$ cat config.mk
export PLATFORM = sky130hd
export DESIGN_NAME = tdm_group_port
export DESIGN_NICKNAME = d
export VERILOG_FILES = /design/src/rtl/tdm_grp_pkg.sv /design/src/rtl/tdm_frame_timer.sv /design/src/rtl/tdm_phase.sv /design/src/rtl/tdm_rx_lane.sv /design/src/rtl/tdm_tx_lane.sv /design/src/rtl/tdm_group_port.sv
export SDC_FILE = /design/constraint.sdc
export NUM_CORES = 1
export LEC_CHECK = 0
export ABC_CLOCK_PERIOD_IN_PS = 3900
export CORE_MARGIN = 5
export CORE_UTILIZATION = 45
export DETAILED_ROUTE_END_ITERATION = 6
export MAX_ROUTING_LAYER = met4
export PLACE_DENSITY = 0.7
export SETUP_SLACK_MARGIN = 0.5
export SLEW_MARGIN = 20
export SYNTH_ARGS = -nofsm -noshare
export SYNTH_HDL_FRONTEND = slang
export SYNTH_SLANG_ARGS = --single-unit
export TNS_END_PERCENT = 1
$ cat constraint.sdc
create_clock -name clk -period 3.9 [get_ports clk]
set_input_delay 0.39 -clock clk [delete_from_list [all_inputs] [get_ports clk]]
set_output_delay 0.39 -clock clk [all_outputs]
set_load 0.1 [all_outputs]
$ cat src/rtl/tdm_grp_pkg.sv
// Shared constants and helpers for the grouped TDM serial port.
// Assumes rate codes 0..3 stand for x1, x2, x4 and x8 of the slowest rate.
package tdm_grp_pkg;
    localparam int LANES = 4;

    // Mask of lines that carry data at a given rate code.
    function automatic logic [LANES-1:0] lane_mask(input logic [1:0] rate);
        case (rate)
            2'd3:    lane_mask = 4'b0001;
            2'd2:    lane_mask = 4'b0011;
            default: lane_mask = 4'b1111;
        endcase
    endfunction

    // log2 of the number of base ticks in one data bit.
    function automatic logic [1:0] bit_len_log2(input logic [1:0] rate);
        bit_len_log2 = 2'd3 - rate;
    endfunction
endpackage

$ cat src/rtl/tdm_frame_timer.sv
// Frame position counter in base ticks.
// Assumes the frame length is a power of two (2**FW ticks), so it wraps naturally.
module tdm_frame_timer #(
    parameter int FW = 9
) (
    input  logic          clk,
    input  logic          rst_n,
    input  logic          bit_en,
    input  logic          frame_sync,
    output logic [FW-1:0] pos
);
    logic [FW-1:0] cnt;

    // Position of the current tick; the frame pulse forces zero.
    always_comb pos = frame_sync ? '0 : cnt;

    // Advance the expected position on every base tick.
    always_ff @(posedge clk) begin
        if (!rst_n)      cnt <= '0;
        else if (bit_en) cnt <= pos + FW'(1);
    end

    assert_frame_restart_R4: assert property (@(posedge clk) disable iff (!rst_n)
        (bit_en && frame_sync) |=> (cnt == FW'(1)));
endmodule

$ cat src/rtl/tdm_phase.sv
// Maps a frame position to bit index and timeslot for one direction.
// ADVANCE=0 subtracts the shift (receive delay), ADVANCE=1 adds it (transmit advance).
module tdm_phase #(
    parameter int FW      = 9,
    parameter bit ADVANCE = 1'b0,
    localparam int SW     = FW - 3
) (
    input  logic [FW-1:0] pos,
    input  logic [1:0]    rate,
    input  logic [2:0]    shift_bits,
    output logic          bit_start,
    output logic [2:0]    bit_idx,
    output logic [SW-1:0] slot
);
    import tdm_grp_pkg::*;

    logic [1:0]    len_l2;
    logic [FW-1:0] offset;
    logic [FW-1:0] phase;
    logic [FW-1:0] bit_num;

    // Bit length and offset of the shifted boundary in base ticks.
    always_comb begin
        len_l2 = bit_len_log2(rate);
        offset = {{(FW-3){1'b0}}, shift_bits} << len_l2;
    end

    generate
        if (ADVANCE) begin : g_adv
            // Transmit side sees the frame earlier.
            always_comb phase = pos + offset;
        end else begin : g_dly
            // Receive side sees the frame later.
            always_comb phase = pos - offset;
        end
    endgenerate

    // Bit number within the frame, its position in the byte, and the slot.
    always_comb begin
        bit_num   = phase >> len_l2;
        bit_idx   = bit_num[2:0];
        slot      = bit_num[FW-1:3];
        bit_start = ((pos & ((FW'(1) << len_l2) - FW'(1))) == '0);
    end
endmodule

$ cat src/rtl/tdm_rx_lane.sv
// Serial-to-byte shifter for one receive line.
// Assumes sample pulses once per bit and bit_idx==7 marks the byte's last bit.
module tdm_rx_lane (
    input  logic       clk,
    input  logic       rst_n,
    input  logic       sample,
    input  logic       active,
    input  logic       din,
    input  logic [2:0] bit_idx,
    output logic       valid,
    output logic [7:0] data
);
    logic [6:0] shreg;

    // Shift in one bit per sample and publish the byte on its last bit.
    always_ff @(posedge clk) begin
        if (!rst_n) begin
            shreg <= '0;
            data  <= '0;
            valid <= 1'b0;
        end else begin
            valid <= 1'b0;
            if (sample && active) begin
                shreg <= {shreg[5:0], din};
                if (bit_idx == 3'd7) begin
                    data  <= {shreg, din};
                    valid <= 1'b1;
                end
            end
        end
    end

    assert_idle_lane_quiet_R2: assert property (@(posedge clk) disable iff (!rst_n)
        !active |=> !valid);
    assert_strobe_after_last_bit_R3: assert property (@(posedge clk) disable iff (!rst_n)
        valid |-> $past(sample && active && (bit_idx == 3'd7)));
endmodule

$ cat src/rtl/tdm_tx_lane.sv
// Byte-to-serial shifter for one transmit line.
// Assumes step pulses at each bit start and bit_idx==0 marks a byte's first bit.
module tdm_tx_lane (
    input  logic       clk,
    input  logic       rst_n,
    input  logic       step,
    input  logic       active,
    input  logic [7:0] load_byte,
    input  logic [2:0] bit_idx,
    output logic       ser
);
    logic [6:0] shreg;

    // Load at byte start, shift at other bit starts, hold low when idle.
    always_ff @(posedge clk) begin
        if (!rst_n) begin
            ser   <= 1'b0;
            shreg <= '0;
        end else if (!active) begin
            ser   <= 1'b0;
        end else if (step) begin
            if (bit_idx == 3'd0) {ser, shreg} <= load_byte;
            else                 {ser, shreg} <= {shreg, 1'b0};
        end
    end

    assert_idle_line_low_R2: assert property (@(posedge clk) disable iff (!rst_n)
        !active |=> (ser == 1'b0));
    assert_bit_held_R8: assert property (@(posedge clk) disable iff (!rst_n)
        (active && !step) |=> $stable(ser));
endmodule

$ cat src/rtl/tdm_group_port.sv
// Receive and transmit serial port for one group of four TDM lines.
// Assumes bit_en ticks at the fastest rate and a frame is 64*SLOT_UNIT ticks,
// SLOT_UNIT a power of two.
module tdm_group_port #(
    parameter int SLOT_UNIT = 8,
    localparam int FW = $clog2(SLOT_UNIT) + 6,
    localparam int SW = FW - 3
) (
    input  logic          clk,
    input  logic          rst_n,
    input  logic          bit_en,
    input  logic          frame_sync,
    input  logic [1:0]    in_rate,
    input  logic [1:0]    out_rate,
    input  logic [2:0]    in_delay,
    input  logic [2:0]    out_advance,
    input  logic [3:0]    rx_ser,
    output logic [3:0]    rx_valid,
    output logic [31:0]   rx_data,
    output logic [SW-1:0] rx_slot,
    input  logic [31:0]   tx_data,
    output logic [SW-1:0] tx_slot,
    output logic [3:0]    tx_ser
);
    import tdm_grp_pkg::*;

    logic [FW-1:0]    pos;
    logic             in_start, out_start;
    logic [2:0]       in_idx, out_idx;
    logic [SW-1:0]    in_slot;
    logic [LANES-1:0] in_mask, out_mask;
    logic             rx_sample, tx_step;

    tdm_frame_timer #(.FW(FW)) u_timer (
        .clk(clk), .rst_n(rst_n), .bit_en(bit_en), .frame_sync(frame_sync), .pos(pos)
    );

    tdm_phase #(.FW(FW), .ADVANCE(1'b0)) u_in_phase (
        .pos(pos), .rate(in_rate), .shift_bits(in_delay),
        .bit_start(in_start), .bit_idx(in_idx), .slot(in_slot)
    );

    tdm_phase #(.FW(FW), .ADVANCE(1'b1)) u_out_phase (
        .pos(pos), .rate(out_rate), .shift_bits(out_advance),
        .bit_start(out_start), .bit_idx(out_idx), .slot(tx_slot)
    );

    // Active lines and per-tick strobes for each direction.
    always_comb begin
        in_mask   = lane_mask(in_rate);
        out_mask  = lane_mask(out_rate);
        rx_sample = bit_en && in_start;
        tx_step   = bit_en && out_start;
    end

    // Timeslot reported alongside completed receive bytes.
    always_ff @(posedge clk) begin
        if (!rst_n)                              rx_slot <= '0;
        else if (rx_sample && in_idx == 3'd7)    rx_slot <= in_slot;
    end

    generate
        for (genvar i = 0; i < LANES; i++) begin : g_lane
            tdm_rx_lane u_rx (
                .clk(clk), .rst_n(rst_n), .sample(rx_sample), .active(in_mask[i]),
                .din(rx_ser[i]), .bit_idx(in_idx),
                .valid(rx_valid[i]), .data(rx_data[8*i +: 8])
            );
            tdm_tx_lane u_tx (
                .clk(clk), .rst_n(rst_n), .step(tx_step), .active(out_mask[i]),
                .load_byte(tx_data[8*i +: 8]), .bit_idx(out_idx), .ser(tx_ser[i])
            );
        end
    endgenerate

    assert_slot_in_range_R4: assert property (@(posedge clk) disable iff (!rst_n)
        (|rx_valid) |-> (int'(rx_slot) < (SLOT_UNIT << $past(in_rate))));
endmodule

# ---- Word-level counts from Yosys, hierarchy flattened
# Cells that the tools add are included.
dict set report word_totals {
  reg_bits 111
  input_bits 50
  elab_cells 80
  output_inout_bits 52
}
dict set report op_classes {
  bitwise_logic 2
  shift 6
  n_mux 12
  n_reduce_logical 26
  add_sub_neg 7
  n_eq_ne 5
}
# operator n
set ops {}
lappend ops {{2-bit AND reduction} 16}
lappend ops {{7-bit 2-to-1 mux} 4}
lappend ops {{9-bit bitwise AND} 2}
lappend ops {{9-bit logical NOT} 2}
lappend ops {{1-bit by 2-bit << shifter with 9-bit output, first input constant} 2}
lappend ops {{3-bit by 2-bit << shifter with 9-bit output} 2}
lappend ops {{9-bit by 2-bit right shift with 9-bit output} 2}
lappend ops {{9-bit by 1-bit subtractor with 9-bit output, second input constant} 2}
lappend ops {{4-bit case mux with 2 select lines} 2}
lappend ops {{9-bit by 1-bit adder with 9-bit output, second input constant} 1}
lappend ops {{9-bit adder} 1}
lappend ops {{9-bit 2-to-1 mux} 1}
lappend ops {{9-bit subtractor} 1}
lappend ops {{2-bit equality test, second input constant} 4}
lappend ops {{1-bit logical AND} 7}
lappend ops {{1-bit 2-to-1 mux} 5}
lappend ops {{2-bit subtractor, first input constant} 2}
lappend ops {{3-bit equality test, second input constant} 1}
lappend ops {{3-bit logical NOT} 1}

# ---- Logic depth before layout (Yosys ltp)
# Gate-level depths: netlist of the first run.
dict set report depth {
  depth_word 8
  ltp_mapped 16
}

# ---- By module
# Synthesis of the first run repeated with hierarchy kept, for this count alone.
dict set report unflattened {
  hier_cells 763
  hier_area_um2 6277.3
}
# module cells_each seq_area_each_um2 instances area_per_inst_um2
set modules_own_cells {}
lappend modules_own_cells {tdm_rx_lane 69 320.3 4 644.4}
lappend modules_own_cells {tdm_tx_lane 44 160.2 4 356.6}
lappend modules_own_cells {{tdm_phase (u_in_phase)} 126 0.0 1 827.0}
lappend modules_own_cells {{tdm_phase (u_out_phase)} 91 0.0 1 631.9}
lappend modules_own_cells {tdm_frame_timer 60 180.2 1 528.0}
lappend modules_own_cells {tdm_group_port 34 120.1 1 286.5}

# ---- Worst setup path after synthesis of the first run
# Ideal clock, no wire load.
dict set report synth_timing {
  kind {input port to output port}
  from {input out_rate[0]}
  to {output tx_slot[1]}
  path_buffers 2
  cell_stages 13
  arrival_ns 5.021
  t_required_ns 3.510
  path_slack_ns -1.511
  cell_sequence {buf_2 clkbuf_1 mux2_2 nand2_1 o21ai_0 ha_1 or3_1 a31o_2 a31o_2 a21oi_1 and4_1 a311oi_1 o21ai_0}
}
dict set report synth_via {
  elab_chain_cells 4
}
# item line
set synth_lines {}
lappend synth_lines {{start, declared} tdm_group_port.sv:14} ;# input logic [1:0] out_rate,
lappend synth_lines {{2-bit subtractor (*)} tdm_grp_pkg.sv:17} ;# bit_len_log2 = 2'd3 - rate;
lappend synth_lines {{3-bit by 2-bit << shifter with 9-bit output} tdm_phase.sv:25} ;# offset = {{(FW-3){1'b0}}, shift_bits} << len_l2;
lappend synth_lines {{9-bit adder} tdm_phase.sv:31} ;# always_comb phase = pos + offset;
lappend synth_lines {{9-bit by 2-bit right shift with 9-bit output (*)} tdm_phase.sv:40} ;# bit_num = phase >> len_l2;
lappend synth_lines {{end, declared} tdm_group_port.sv:22} ;# output logic [SW-1:0] tx_slot,
# Mark *: on every way between the ends. The rest lies on a longest branch, timed or not.

# ---- Worst setup path after layout of the first run
dict set report layout_timing {
  from {input out_rate[0]}
  to {output tx_slot[3]}
}
# The elaborated chain is that of the path after synthesis.

==> out/results.env, run 1 <==
TIMING.MAX_SLEW.REL_SLACK=0.318
ANTENNA_VIOLATING_NETS_POST_ROUTE=0
SYNTH.NET_COUNT=775
SYNTH_COMMONEST_CELLS='sky130_fd_sc_hd__dfxtp_1, sky130_fd_sc_hd__nand2_1, sky130_fd_sc_hd__o21ai_0'
HOLD_BUFFER_COUNT_AT_CTS=0
GP_CONGESTION=0.910
ROUTE.DETAILED.WL_PER_INST_UM=14.8
TIMING.CRITICAL_PATH.TO_TYPE='output pin'
DIE_Y_UM=124
SYNTHCELLS=707
GRT_PASS1_WL_UM=24200
POST_SYNTH_NUM_CELL_TYPES=63
PORT-BUFFER-COUNT=101
CLOCKROOTBUFFER='sky130_fd_sc_hd__clkbuf_16'
CRIT_PATH_START_KIND='input pin'
CLK-INSERTION-DELAY-LATE_NS=0.34
REG2REG_DEPTH=10
CTS.REPORTEDPATHS.CLKPINSLEW_NS=0.07
GRT_REMAINING_OVERFLOW=0
HOLD_CLASS='reg2reg'
TRITONCTS='done'
PEAKVDDDROP_mV=0.254
SLEW_VIOL_FINAL=0
INSERTEDDIODECOUNT=0
LAYOUT-AREA-OVERHEAD-VS-SYNTH_PCT=31.9
DESIGN_POWER_TOTAL_mW=2.65
RANKING_OF_SYNTHESIZED_CELLS_BY_AREA='sky130_fd_sc_hd__dfxtp_1, sky130_fd_sc_hd__mux2i_1, sky130_fd_sc_hd__nand2_1'
RUN_STATUS='finished, final reports clean'
ROUTED_WL_UM=14500
ROUTE.DETAILED.DRC=0
POST-SYNTH-TOP-AREA-FRACTION=0.375
DETAIL_ROUTE.VIAS_PER_CELL=5.46
ANTENNA_VIOLATIONS_BEFORE_REPAIR=0
TRITONCTS.NUM_BUFFERS=9
DIEWIDTH_UM=124
DRT_FIRST_ITER_VIOLATIONS=344
WORST_CLOCK_SKEW_NS=0.00751
YOSYSSEQAREASHARE=0.375
WORST_HOLD_PATH_ENDPOINT='g_lane[2].u_rx.data[4]$_SDFFE_PN0P_'
CRIT_TYPE='in2out'
CTS_NUM_SINKS=110
MIN_DELAY_PATH_DEPTH=2
SYNTH_WARNINGS=0
POST-PLACE-WS_NS=-0.134
NUMBER_OF_SYNTHESIZED_FLOPS_WITH_AN_ENABLE_PIN=0
DIE_AREA_SQ_UM=15400
PLACE.DETAILED.HPWL_UM=10600
MAXIMUM_LEVEL_OF_THE_CTS_H_TREE=3
FINAL_LAYOUT_SIZE_SUFFIX_GT1_FRAC=0.143
YOSYS_MOST_USED_DFF='sky130_fd_sc_hd__dfxtp_1'
ARRIVAL_TIME_REPORTED_FOR_THE_CRITICAL_PATH_ENDPOINT_NS=3.09
P_LEAK_nW=2.90
VIA_COUNT_OF_THE_FIRST_GLOBAL_ROUTING_PASS=4959
TIGHTEST_HOLD_MARGIN_NS=0.454
SYNTH.CELL_AREA_SQ_UM=5880
FINAL_CORE_UTILIZATION=0.609
GRT_RESOURCE_USAGE_TOTAL=0.187
LAYOUT_NET_COUNT=872
RSZ0062_AT_GRT='true'
REPORT.FINAL.HOLD_VIOL_COUNT=0
POST-SYNTH-TOP-COUNT-CELL='sky130_fd_sc_hd__dfxtp_1'
GRT_MAX_DEGREE=136
FF2FF_SETUP_SLACK_NS=0.89
DRT_PASS1_ITERATIONS=5
TIMING.FINAL.CRIT_PERIOD_NS=3.48
NUM_ROWS=41
POST_SYNTH.CELL_AREA_AVG_SQ_UM=8.31
YOSYS_REGISTER_BITS=110
CTS-ROOT-TO-SINK-BUFFERS=2
HIGHEST_NET_FANOUT_ALONG_THE_WORST_PATH=4
FINALSETUPVIOLCOUNT=0
MAX_FREQ_MHz=287
MAX_CAP_VIOL=0
FIN_WS_NS=0.415
HOLD_PATH_ORIGIN='g_lane[2].u_rx.data[4]$_SDFFE_PN0P_'
CORE_REGION_AREA_SQ_UM=12700
TIMING.RR.START='u_timer.cnt[4]$_SDFFE_PN0P_'
EFFECTIVE_UTILIZATION_AT_FLOORPLAN=0.462
FIN_CRIT_SH=0.893
IO_PINS=102
SYNTH.LARGEST_AREA_CELL='sky130_fd_sc_hd__dfxtp_1'
VIAS=5353
ACTUAL_TRANSITION_AT_THE_WORST_MAX_TRANSITION_PIN_NS=1.02
SYNTH-ASYNC-RESET-RATIO=0
POWERDENSITY_nW_PER_UM2=341
RR_ENDPOINT='g_lane[3].u_rx.data[0]$_SDFFE_PN0P_'
WORSTPATHREQUIRED_NS=3.51
placed cells by master, fill, tap and decap left out, types with 3 or more instances in the layout:
cell type | synthesis | routed
sky130_fd_sc_hd__a21boi_0 | 21 | 21
sky130_fd_sc_hd__a21oi_1 | 47 | 43
sky130_fd_sc_hd__a21oi_4 | 1 | 3
sky130_fd_sc_hd__a22oi_1 | 3 | 3
sky130_fd_sc_hd__a31oi_1 | 4 | 4
sky130_fd_sc_hd__and2_1 | 14 | 13
sky130_fd_sc_hd__and3_1 | 10 | 10
sky130_fd_sc_hd__buf_12 | 0 | 8
sky130_fd_sc_hd__buf_2 | 9 | 3
sky130_fd_sc_hd__buf_4 | 8 | 41
sky130_fd_sc_hd__clkbuf_16 | 0 | 9
sky130_fd_sc_hd__clkdlybuf4s50_1 | 0 | 88
sky130_fd_sc_hd__clkinvlp_4 | 0 | 3
sky130_fd_sc_hd__dfxtp_1 | 110 | 108
sky130_fd_sc_hd__ha_1 | 17 | 14
sky130_fd_sc_hd__inv_1 | 17 | 17
sky130_fd_sc_hd__mux2i_1 | 57 | 55
sky130_fd_sc_hd__nand2_1 | 95 | 93
sky130_fd_sc_hd__nand2b_1 | 5 | 5
sky130_fd_sc_hd__nand3_1 | 15 | 15
sky130_fd_sc_hd__nand3b_1 | 3 | 3
sky130_fd_sc_hd__nand4_1 | 26 | 26
sky130_fd_sc_hd__nor2_1 | 22 | 19
sky130_fd_sc_hd__nor2_4 | 0 | 3
sky130_fd_sc_hd__nor2b_1 | 33 | 30
sky130_fd_sc_hd__nor3_1 | 10 | 9
sky130_fd_sc_hd__o2111ai_1 | 3 | 3
sky130_fd_sc_hd__o211ai_1 | 7 | 7
sky130_fd_sc_hd__o21a_1 | 4 | 4
sky130_fd_sc_hd__o21ai_0 | 65 | 60
sky130_fd_sc_hd__o21ai_1 | 2 | 4
sky130_fd_sc_hd__xnor2_1 | 9 | 8
layout make-up:
| cell class | count | area, sq um |
|---|---|---|
| clock buffers | 11 | 253 |
| fillers | 1131 | 4970 |
| repair buffers | 145 | 1420 |
| inverters | 19 | 72.6 |
| multi-input cells | 519 | 3530 |
| well taps | 172 | 215 |
| flip-flops and latches | 110 | 2200 |
| clock inverters | 5 | 57.6 |
metal layers:
| metal | GRT usage | wire (um) | share of wire |
|---|---|---|---|
| met1 | 0.247 | 6680 | 0.46 |
| met5 | - | 0 | 0 |
| met3 | 0.0455 | 867 | 0.060 |
| met4 | 0.0458 | 184 | 0.013 |
| met2 | 0.289 | 6810 | 0.47 |
kinds of logic (layout without fill, tap and decap cells):
kind of cell	count (synthesis)	count (layout)	share of synthesized area
adder cells (fa/ha/maj)	18	18	0.0396
buffers and inverters	78	180	0.0620
XOR/XNOR	12	12	0.0179
AND/OR/NAND/NOR	246	246	0.209
multiplexers	60	60	0.103
AO/OA/AOI/OAI	183	183	0.193
flip-flops	110	110	0.375
through the flow:
stage | std cells | TNS (ns) | cell area (sq um)
floorplan | 707 | 0 | 6000
global route | 981 | 0 | 7750
global placement | 958 | -0.181 | 7290
detailed placement | 958 | -0.322 | 7290
finish | 981 | 0 | 7750
CTS | 978 | 0 | 7680
worst max-delay path by stage:
stage	from	to	slack, ns	cells after the start
after floorplan	out_rate[0]	tx_slot[2]	0.27	14
after global placement	out_rate[0]	tx_slot[3]	-0.09	13
after detailed placement	out_rate[0]	tx_slot[3]	-0.13	13
after CTS	u_timer.cnt[0]$_SDFFE_PN0P_	tx_slot[4]	0.45	13
after global routing	out_rate[0]	tx_slot[4]	0.31	15
final	out_rate[0]	tx_slot[3]	0.42	14
state kept, by name (all words and copies together) (netlist names):
| register | count |
|---|---|
| rx_slot | 6 |
| u_timer.cnt | 9 |
| g_lane.u_rx.data | 32 |
| g_lane.u_rx.valid | 3 |
| g_lane.u_tx.shreg | 28 |
| g_lane.u_rx.shreg | 28 |
| g_lane.u_tx.ser | 4 |
critical path: stages:
cell                       delay, ns
sky130_fd_sc_hd__buf_4          0.13
sky130_fd_sc_hd__mux2_4         0.33
sky130_fd_sc_hd__nand2_4        0.07
sky130_fd_sc_hd__xnor2_2        0.09
sky130_fd_sc_hd__ha_4           0.16
sky130_fd_sc_hd__or3_4          0.36
sky130_fd_sc_hd__a31o_4         0.22
sky130_fd_sc_hd__a31o_4         0.24
sky130_fd_sc_hd__a21oi_4        0.20
sky130_fd_sc_hd__buf_4          0.14
sky130_fd_sc_hd__nor3_1         0.04
sky130_fd_sc_hd__a311oi_2       0.45
sky130_fd_sc_hd__o21ai_4        0.10
sky130_fd_sc_hd__buf_12         0.18
where the power goes:
| group | switching [mW] | total [mW] | internal [mW] |
|---|---|---|---|
| combinational | 0.317 | 0.541 | 0.224 |
| clock | 0.391 | 0.923 | 0.531 |
| sequential | 0.0201 | 1.18 | 1.16 |
timing repair:
item                       CTS  global route
gates cloned                 0             0
pin swaps                   11             3
setup buffers                4             3
setup endpoints to repair   22            52
resized for setup           36            20
(Power assumes the default switching activity.)
==> run 2, diff against run 1 <==
Settings changed: CORE_MARGIN 5 to not set, CORE_UTILIZATION 45 to 53, PLACE_DENSITY 0.7 to 0.8.
==> out/results.env, run 2 (synthesis results as in run 1) <==
RUN_STATUS='finished, final reports clean'
MAX_STAGE_DELAY_NS=0.46  # about the same
P_LEAK_nW=2.88  # -0.71%
DIE_Y_UM=107  # -14%
COMBINED_AREA_OF_THE_MULTI_INPUT_LOGIC_CELLS_SQ_UM=3500  # -0.89%
WORST_SETUP_PATH_ENDPOINT='tx_slot[2]'
FILLERINSTANCES=870  # -23%
GRT_PASS1_WL_UM=23300  # -3.7%
NUM_ROWS=38  # -7.3%
CLK-INSERTION-DELAY-LATE_NS=0.37  # +0.03 ns
CLOCKROOTBUFFER='sky130_fd_sc_hd__clkbuf_8'
FINAL_CORE_UTILIZATION=0.707  # +0.0976
POWERDENSITY_nW_PER_UM2=333  # -2.3%
P_SEQ_FRAC=0.462  # +0.015
TIMING.FINAL.CRIT_PERIOD_NS=3.61  # +0.121 ns
PLACE.DETAILED.INSTANCES=924  # -3.5%
MAXIMUM_LEVEL_OF_THE_CTS_H_TREE=3  # unchanged
ROUTE.DETAILED.WL_PER_INST_UM=14.9  # +0.39%
MAX_CAP_VIOL=0  # unchanged
FINAL_DESIGN_AREA_NO_FILL_SQ_UM=7660  # -1.1%
LAYOUT.CELLS.NON_FILLER=950  # -3.2%
FIN_WS_NS=0.295  # -0.121 ns
RSZ0062_AT_GRT='true'
SETUP-TNS-FINAL_NS=0  # unchanged
WORSTPATHREQUIRED_NS=3.51  # about the same
SWITCHING_SHARE=0.287  # +0.0114
SEQ_AREA_SQ_UM=2210  # +0.23%
CRIT_PATH_START_KIND='register'
GRT_MAX_DEGREE=136  # unchanged
FLIP_FLOP_COUNT_OF_THE_LARGEST_REGISTER_AFTER_LAYOUT=32  # unchanged
ROUTE.DETAILED.DRC=0  # unchanged
DETAIL_ROUTE.VIAS_PER_CELL=5.74  # +5.2%
CRIT_START='u_timer.cnt[2]$_SDFFE_PN0P_'
CPMAXSTAGEDELAYCELL='sky130_fd_sc_hd__dfxtp_1'
POST_DP_CELL_AREA_SQ_UM=7230  # -0.76%
CTS.REPORTEDPATHS.CLKPINSLEW_NS=0.10  # +0.03 ns
REPORT.FINAL.HOLD_VIOL_COUNT=0  # unchanged
TRITONCTS='done'
DRT_PASS1_ITERATIONS=6  # +1
LARGEST-REGISTER='g_lane.u_rx.data'
GRT_REMAINING_OVERFLOW=0  # unchanged
DRT_FIRST_ITER_VIOLATIONS=337  # -2.0%
RR_ENDPOINT='g_lane[3].u_rx.data[1]$_SDFFE_PN0P_'
NET-SWITCHING-POWER_uW=733  # +0.59%
LAYOUT_NET_COUNT=873  # +0.11%
INSERTEDDIODECOUNT=0  # unchanged
ANTENNA_VIOLATING_NETS_POST_ROUTE=0  # unchanged
WORST_CLOCK_SKEW_NS=0.0147  # +0.00722 ns
ACTUAL_TRANSITION_AT_THE_WORST_MAX_TRANSITION_PIN_NS=1.03  # +0.0118 ns
ANTENNA_VIOLATIONS_BEFORE_REPAIR=0  # unchanged
CTS-ROOT-TO-SINK-BUFFERS=2  # unchanged
CTS_NUM_SINKS=110  # unchanged
VIAS=5451  # +1.8%
MAX_FREQ_MHz=277  # -3.3%
P_INT_mW=1.82  # -4.9%
EFFECTIVE_UTILIZATION_AT_FLOORPLAN=0.542  # +0.0802
GP_CONGESTION=0.935  # +2.8%
VIA_COUNT_OF_THE_FIRST_GLOBAL_ROUTING_PASS=5144  # +3.7%
CLOCK_POWER_SHARE=0.326  # -0.023
TIGHTEST_HOLD_MARGIN_NS=0.414  # -0.0400 ns
PLACE.DETAILED.HPWL_UM=10000  # -5.6%
CP_CELL_SEQUENCE='nor2b_2 -> ha_2 -> o21ai_0 -> nand2b_1 -> a31o_4 -> a21oi_4 -> nor3_2 -> mux2i_2 -> a2bb2oi_4 -> mux2i_4 -> buf_12'
MOST-COMMON-LAYOUT-CELLS='sky130_fd_sc_hd__dfxtp_1, sky130_fd_sc_hd__nand2_1, sky130_fd_sc_hd__clkdlybuf4s50_1'
TIMING.RR.START='u_timer.cnt[4]$_SDFFE_PN0P_'
MIN_DELAY_PATH_DEPTH=2  # unchanged
TIMING.CRITICAL_PATH.TO_TYPE='output pin'
LAYOUT-AREA-OVERHEAD-VS-SYNTH_PCT=30.4
LAYOUT.CELLS.MOST_COMMON='sky130_fd_sc_hd__dfxtp_1'
IO_PINS=102  # unchanged
BIGGESTREGSBYFLOPS='g_lane.u_rx.data x32, g_lane.u_rx.shreg x28, g_lane.u_tx.shreg x28'
DESIGN_POWER_TOTAL_mW=2.55  # -3.4%
ARRIVAL_TIME_REPORTED_FOR_THE_CRITICAL_PATH_ENDPOINT_NS=3.22  # +0.13 ns
COMBINATIONALPOWERSHARE=0.212  # +0.008
FINALSETUPVIOLCOUNT=0  # unchanged
CRIT_TYPE='reg2out'
CRITPATHTOPFAMILY='compound AO/OA/AOI/OAI gates'
SLEW_VIOL_FINAL=0  # unchanged
CORE_REGION_AREA_SQ_UM=10800  # -15%
HOLD_CLASS='in2reg'
HIGHEST_NET_FANOUT_ALONG_THE_WORST_PATH=7  # +3
FIN_CRIT_SH=0.924  # +0.0309
PEAKVDDDROP_mV=0.262  # +3.0%
HOLD_PATH_ORIGIN='rst_n'
DIE_AREA_SQ_UM=11500  # -25%
PORT-BUFFER-COUNT=101  # unchanged
GRT_RESOURCE_USAGE_TOTAL=0.256  # +0.0696
REG2REG_DEPTH=10  # unchanged
POST-PLACE-WS_NS=-0.138  # -0.00410 ns
FF2FF_SETUP_SLACK_NS=0.75  # -0.14 ns
CRITPATHBUFINV=1  # -2
TRITONCTS.NUM_BUFFERS=9  # unchanged
DIEWIDTH_UM=107  # -14%
ROUTED_WL_UM=14100  # -2.8%
FINAL_LAYOUT_SIZE_SUFFIX_GT1_FRAC=0.132  # -0.0113
WORSTSETUPPATHDEPTH=11  # -3
TIMING.MAX_SLEW.REL_SLACK=0.310  # -0.00793
-- run 2: how the worst min path moves through the flow --
stage | slack, ns | end
floorplan | 0.44 | g_lane[3].u_tx.shreg[0]$_SDFFE_PN0P_
global placement | 0.44 | g_lane[3].u_rx.data[6]$_SDFFE_PN0P_
detailed placement | 0.45 | g_lane[3].u_rx.data[6]$_SDFFE_PN0P_
CTS | 0.47 | g_lane[1].u_rx.data[3]$_SDFFE_PN0P_
global route | 0.41 | u_timer.cnt[8]$_SDFFE_PN0P_
finish | 0.41 | u_timer.cnt[8]$_SDFFE_PN0P_
-- run 2: worst reg2reg max path, cell delays in order, from the launching register on --
cell,delay [ns]
sky130_fd_sc_hd__dfxtp_1,0.44
sky130_fd_sc_hd__nor2b_1,0.36
sky130_fd_sc_hd__ha_1,0.36
sky130_fd_sc_hd__and2_1,0.18
sky130_fd_sc_hd__nor2b_1,0.12
sky130_fd_sc_hd__a2111oi_0,0.46
sky130_fd_sc_hd__o2111ai_1,0.24
sky130_fd_sc_hd__a21oi_2,0.27
sky130_fd_sc_hd__nor2_4,0.11
sky130_fd_sc_hd__and2_2,0.30
sky130_fd_sc_hd__o21ai_0,0.24
-- run 2: metal layers --
metal  track usage  share of wire  up-vias
li1              -              -     2689
met5             -              0        -
met4        0.0685          0.018        0
met1         0.316           0.44     2563
met2         0.425           0.49      173
met3        0.0557          0.050       26
-- run 2: power groups by stage --
stage / Combinational [mW] / Sequential (mW) / Clock (mW)
after detailed placement: 0.522 / 1.21 / 0
after global routing: 0.584 / 1.19 / 0.890
after global placement: 0.512 / 1.21 / 0
after floorplan: 0.352 / 1.23 / 0
after CTS: 0.532 / 1.18 / 0.851
final: 0.541 / 1.18 / 0.832
-- run 2: layout make-up --
| type | instances | area share |
|---|---|---|
| multi-input cells | 519 | 0.457 |
| flip-flops and latches | 110 | 0.288 |
| repair buffers | 146 | 0.190 |
| well taps | 140 | 0.0229 |
| clock inverters | 7 | 0.0168 |
| clock buffers | 9 | 0.0162 |
| inverters | 19 | 0.00947 |
-- run 2: repair_timing --
item	in CTS	in global routing
hold buffers	0	0
gates resized for setup	26	9
pin swaps	10	3
endpoints found under the setup margin	21	45
buffers inserted	6	3
